<file path="src/rtl/accsel_pkg.sv">
package accsel_pkg;

    typedef enum logic [1:0] {
        ACC_NARROW = 2'b00,
        ACC_HALF   = 2'b01,
        ACC_FULL   = 2'b10,
        ACC_SPARE  = 2'b11
    } acc_code_e;

    typedef struct packed {
        logic carry;
        logic sum;
    } cell_out_t;

    // Number of exact upper positions requested by a code.
    function automatic int unsigned exact_span(
        input acc_code_e   code,
        input int unsigned width,
        input int unsigned narrow,
        input int unsigned half
    );
        case (code)
            ACC_NARROW: return narrow;
            ACC_HALF:   return half;
            default:    return width;
        endcase
    endfunction

endpackage

</file>
<file path="src/rtl/accsel_cell.sv">
module accsel_cell
    import accsel_pkg::*;
(
    input  logic      a,
    input  logic      b,
    input  logic      cin,
    input  logic      exact,
    output cell_out_t res
);

    logic half_sum;
    logic gen;
    logic chain_hit;

    // The propagate-with-carry term is only built when the cell is exact;
    // with it gated off the cell degrades to the approximate form.
    always_comb begin
        half_sum  = a ^ b;
        gen       = a & b;
        chain_hit = exact & half_sum & cin;
        res.carry = gen | chain_hit;
        res.sum   = (half_sum | cin) & ~chain_hit;
    end

endmodule

</file>
<file path="src/rtl/accsel_mask_gen.sv">
module accsel_mask_gen
    import accsel_pkg::*;
#(
    parameter int unsigned WIDTH        = 32,
    parameter int unsigned NARROW_EXACT = 8,
    parameter int unsigned HALF_EXACT   = 16
) (
    input  acc_code_e        code,
    output logic [WIDTH-1:0] exact_mask
);

    localparam int unsigned SPAN_W = $clog2(WIDTH + 1);

    logic [SPAN_W-1:0] span;

    always_comb span = SPAN_W'(exact_span(code, WIDTH, NARROW_EXACT, HALF_EXACT));

    // Position i is exact when it lies within the top 'span' positions.
    for (genvar i = 0; i < WIDTH; i++) begin : g_pos
        assign exact_mask[i] = ((32'(i) + 32'(span)) >= WIDTH);
    end

endmodule

</file>
<file path="src/rtl/accsel_chain.sv">
module accsel_chain
    import accsel_pkg::*;
#(
    parameter int unsigned WIDTH = 32
) (
    input  logic [WIDTH-1:0] a,
    input  logic [WIDTH-1:0] b,
    input  logic             cin,
    input  logic [WIDTH-1:0] exact_mask,
    output logic [WIDTH-1:0] sum,
    output logic             cout
);

    logic [WIDTH:0] carry;

    assign carry[0] = cin;

    for (genvar i = 0; i < WIDTH; i++) begin : g_cell
        cell_out_t co;
        accsel_cell u_cell (
            .a     (a[i]),
            .b     (b[i]),
            .cin   (carry[i]),
            .exact (exact_mask[i]),
            .res   (co)
        );
        assign sum[i]     = co.sum;
        assign carry[i+1] = co.carry;
    end

    assign cout = carry[WIDTH];

endmodule

</file>
<file path="src/rtl/accsel_adder.sv">
module accsel_adder
    import accsel_pkg::*;
#(
    parameter int unsigned WIDTH        = 32,
    parameter int unsigned NARROW_EXACT = 8,
    parameter int unsigned HALF_EXACT   = 16,
    parameter bit          OUT_REG      = 1'b1
) (
    input  logic             clk,
    input  logic             rst,
    input  logic [WIDTH-1:0] op_a,
    input  logic [WIDTH-1:0] op_b,
    input  logic             carry_in,
    input  logic [1:0]       acc_code,
    output logic [WIDTH-1:0] sum_out,
    output logic             carry_out
);

    logic [WIDTH-1:0] exact_mask;
    logic [WIDTH-1:0] raw_sum;
    logic             raw_cout;

    accsel_mask_gen #(
        .WIDTH        (WIDTH),
        .NARROW_EXACT (NARROW_EXACT),
        .HALF_EXACT   (HALF_EXACT)
    ) u_mask (
        .code       (acc_code_e'(acc_code)),
        .exact_mask (exact_mask)
    );

    accsel_chain #(
        .WIDTH (WIDTH)
    ) u_chain (
        .a          (op_a),
        .b          (op_b),
        .cin        (carry_in),
        .exact_mask (exact_mask),
        .sum        (raw_sum),
        .cout       (raw_cout)
    );

    if (OUT_REG) begin : g_reg
        always_ff @(posedge clk) begin
            if (rst) begin
                sum_out   <= '0;
                carry_out <= 1'b0;
            end else begin
                sum_out   <= raw_sum;
                carry_out <= raw_cout;
            end
        end
    end else begin : g_comb
        assign sum_out   = raw_sum;
        assign carry_out = raw_cout;
    end

endmodule

</file>
<file path="config.mk">
export PLATFORM = sky130hd
export DESIGN_NAME = accsel_adder
export DESIGN_NICKNAME = d
export VERILOG_FILES = /design/src/rtl/accsel_pkg.sv /design/src/rtl/accsel_cell.sv /design/src/rtl/accsel_mask_gen.sv /design/src/rtl/accsel_chain.sv /design/src/rtl/accsel_adder.sv
export SDC_FILE = /design/constraint.sdc
export NUM_CORES = 1
export LEC_CHECK = 0
export CORE_MARGIN = 4
export CORE_UTILIZATION = 38
export CTS_CLUSTER_DIAMETER = 120
export DETAILED_ROUTE_END_ITERATION = 10
export PLACE_DENSITY = 0.79
export SLEW_MARGIN = 15
export SYNTH_ARGS = -nofsm -noshare
export SYNTH_HDL_FRONTEND = slang
export SYNTH_SLANG_ARGS = --single-unit
export TNS_END_PERCENT = 10
</file>
<file path="constraint.sdc">
create_clock -name clk -period 3.6 [get_ports clk]
set_input_delay 0.72 -clock clk [delete_from_list [all_inputs] [get_ports clk]]
set_output_delay 0.72 -clock clk [all_outputs]
set_load 0.01 [all_outputs]
</file>
# After elaboration in Yosys (flattened, before gate mapping)
# Index checks and enable logic that the tools add are counted.
# totals
n_memories,0
latchBits,0
output_inout_bits,33
regBits,33
ram_bits,0
rom_bits,0
input_bits,69
# op_classes
addsub,31
shift,0
n_mux,1
bitwise_logic,256
eq_ne,1
div_mod_pow,0
n_lt_le_gt_ge,32
n_reduce_logical,1
multipliers,0
# ops
cell,n
">= comparator 32 x 6 -> 1 bit, second input constant",31
AND 1 bit,128
"adder 5 x 6 -> 7 bit, first input constant",16
bitwise OR 1 bit,64
"adder 4 x 6 -> 7 bit, first input constant",8
NOT 1 bit,32
XOR 1 bit,32
"adder 3 x 6 -> 7 bit, first input constant",4
"adder 2 x 6 -> 7 bit, first input constant",2
case mux 6 bit (2 select lines),1
"adder 1 x 6 -> 7 bit, first input constant",1
">= comparator 6 bit, second input constant",1
"== test 2 x 1 -> 1 bit, second input constant",1
logical NOT 2 bit,1

# Logic depth before layout (Yosys ltp)
# logic_depth
word_depth,69
depth_mapped,13
ltp_nobuf,11

# Modules after synthesis
# From an unflattened synthesis, not the netlist that was laid out.
# hier_totals
hier_cells,234
hier_area_um2,2175.8
# by_module_without_submodules
module,cells_per_inst,instances,seq_area_each_um2,area_each_um2
accsel_cell,4,32,0.0,31.3
accsel_adder,69,1,660.6,889.6
accsel_mask_gen,37,1,0.0,285.3

# Least setup slack after synthesis
# Ideal clock, no wire load.
# synth_path
path_kind,in2reg
from,in acc_code[0]
to,reg sum_out[26]
path_slack_ns,0.230
setup_ns,0.128
cell_stages,12
arrival_ns,3.243
n_path_buf,1
path_cell_list,or2_1 > clkbuf_1 > ha_1 > and4b_1 > a221oi_2 > nor3_1 > o31a_1 > a31o_2 > or4_1 > a21oi_1 > xor2_1 > nor2_1
# synth_between
elab_chain_cells,59
# synth_lines
item,line,text
"start, declared",accsel_adder.sv:14,"input logic [1:0] acc_code,"
== test 2 x 1 -> 1 bit or logical NOT 2 bit (tied branches),accsel_pkg.sv:22,case (code)
case mux 6 bit (2 select lines) (*),accsel_pkg.sv:22,
"parallel branches: the longest is 56 deep, another holds >= comparator 32 x 6 -> 1 bit",--,
AND 1 bit (*),accsel_cell.sv:22,res.sum = (half_sum | cin) & ~chain_hit;
"end signal, assigned",accsel_adder.sv:49,sum_out <= raw_sum;
"end, declared",accsel_adder.sv:15,"output logic [WIDTH-1:0] sum_out,"
# Every way passes the cells marked *.
# A chain may end at the register's enable or synchronous reset.

# Worst setup path in the final report
# Ends and elaborated chain as after synthesis.

==> results.yml <==
timing:
  tns_ns: 0
  rsz0062_at_grt: "true"
  period_needed_ns: 3.501
  hold_violations: 0
  setup_viol: 0
  tightest_slew_ns: 0.4416
  drv_slew: 0
  timing.fmax_mhz: 285.6
  timing.final.crit_share_pct: 97.25
  timing.hold.ws_ns: 1.111
  max_slew_margin_pct: 70.47
die:
  initial_core_util_pct: 39.52
  dieArea_um2: 7041
  die_h_um: 83.91
  core-area_um2: 5540
  die_x_um: 83.91
  fp-row-count: 27
  pin_count: 102
final_layout:
  num_antenna_cells: 0
  fin_cells: 440
  final_cell_area_um2: 3521
  synthToLayoutAreaGrowth_pct: 60.80
  fin_util_pct: 63.55
  fin_nets: 469
  drive_gt1_share_pct: 8.696
outcome:
  outcome: "completed"
worst_setup_path:
  crit_slowest_cell: "clkdlybuf4s50_1"
  cp.arrival_ns: 3.65
  critical_path.top_delay_family: "simple AND/OR/NAND/NOR gates"
  critPathKind: "primary input to flip-flop"
  worstPathRequired_ns: 3.75
  crit_buf_inv: 1
  cp-start-kind: "primary input"
  cp_slowest_stage_delay_ns: 0.44
  crit_chain: "clkdlybuf4s50_1 > or2_1 > ha_1 > and4b_1 > a221oi_2 > nor3_1 > o31a_1 > a31o_2 > or4_1 > a21oi_2 > xor2_1 > nor2_1"
  end_kind: "flip-flop"
  crit_fanout: 5
worst_hold_path:
  min_path_type: "primary input to flip-flop"
clock_network:
  cts_root_buf: "clkbuf_8"
  cts_tree: "yes"
  clock-sinks: 33
  clkTransAtPathRegs_ns: 0.07
  numCtsBuffers: 5
  ctsLongestPathBuffers: 2
  ctsHtreeMaxLevel: 2
  hold_buffers: 0
synthesis:
  ys_seq_area_share_pct: 30.17
  synth_area_leaders: "dfxtp_1 (30%), ha_1 (19%), nor3_1 (3.7%)"
  synth_commonest_cells: "dfxtp_1 (33), ha_1 (33), nor2_1 (19), nor3_1 (16), nand2_1 (14)"
  ys_async_sr_fraction_pct: 0
  syn_avg_cell_area_um2: 8.758
  ys_seq_elements: 33
  synth_nets: 352
  synthDistinctLibCells: 49
  synth_ff_type: "dfxtp_1"
  synth_top_cell_by_area: "dfxtp_1"
  netlist_area_um2: 2190
  synthCells: 250
  ys_warn_count: 0
  synth_top_area_share_pct: 30.17
  synth_edf_count: 0
route:
  drtAntennaViolNets: 0
  first_pass_iters: 4
  vias: 2308
  drt_wl_total_um: 5972
  drc: 0
  via_per_inst: 5.245
  drt_iter0_drc: 70
  drt-wirelength-per-cell_um: 13.57
power_and_ir_drop:
  leakage_nw: 1.551
  irDropWorstVdd_mv: 0.1746
  power.density_nw_per_um2: 349.4
global_route:
  antenna_found_initial: 0
  grt_pass1_wl_um: 9804
  grt.total_usage_pct: 16.69
  grt_overflow: 0
  grt_pass1_vias: 2333
  grt_max_degree: 19
flow_run:
  cap_violations: 0
placed_design:
  post-place-cells: 432
  gp_congestion: 0.7724
  dpl-instance-area_um2: 3378
  place_hpwl_um: 4913
  io_buffers: 101
[what timing repair did]
action,4_1_cts,5_1_grt
gates resized for setup,0,5
setup buffers,0,0
setup endpoints to repair,0,7
[per-layer routing]
metal / GRT usage (%) / vias up / share of wire [%]
met3: 4.344 / 8 / 7.2
li1: - / 1178 / -
met5: 0 / - / 0
met2: 29.93 / 81 / 50
met1: 19.16 / 1041 / 42
met4: 5.409 / 0 / 1.1
[sequential cells by signal, indices dropped and copies added, names as in the netlist]
name,count
carry_out,1
sum_out,32
[path summary, 6_finish.rpt]
| check | start | to | depth (start not counted) |
|---|---|---|---|
| min | carry_in | sum_out[0] | 2 |
| max | acc_code[0] | sum_out[26] | 12 |
[area by class of cell]
class                      instances  area (um2)
clock inverter                     1       30.03
multi-input combinational        199        1485
tap                               72       90.09
clock buffer                       7       86.33
timing repair buffer             116        1124
inverter                          12       45.04
sequential                        33       660.6
fill                             473        2019
[placed cells by master, fill, tap and decap left out, types with 8 or more instances in the layout]
| cell type | count |
|---|---|
| nand2_1 | 14 |
| nor3_1 | 16 |
| buf_4 | 15 |
| inv_1 | 12 |
| nor2_1 | 19 |
| a311oi_1 | 8 |
| dfxtp_1 | 33 |
| ha_1 | 33 |
| a21oi_1 | 12 |
| a21o_1 | 10 |
| clkdlybuf4s50_1 | 101 |
[cells by family (layout without fill, tap and decap cells)]
kind of cell	after synthesis	after routing	share of synthesized area [%]
XOR/XNOR	7	7	2.800
multiplexers	1	1	0.4572
buffers and inverters	18	136	3.200
AO/OA/AOI/OAI	73	73	24.40
adder cells (fa/ha/maj)	33	33	18.86
AND/OR/NAND/NOR	85	85	20.11
flip-flops	33	33	30.17
[power breakdown]
part | switching [mW] | internal (mW) | leakage (nW)
Clock | 0.128 | 0.226 | 0.0585
Sequential | 0.0115 | 0.408 | 0.276
Combinational | 0.195 | 0.262 | 1.22
Total | 0.334 | 0.896 | 1.55
[metrics by stage]
step,power [mW],setup WS (ns)
6_report,1.230,0.09905
5_1_grt,1.303,-0.02039
4_1_cts,1.237,0.1030
3_5_place_dp,0.8778,-0.1827
3_3_place_gp,0.8698,-0.08905
2_1_floorplan,0.6541,0.2298
(Power assumes the default switching activity.)
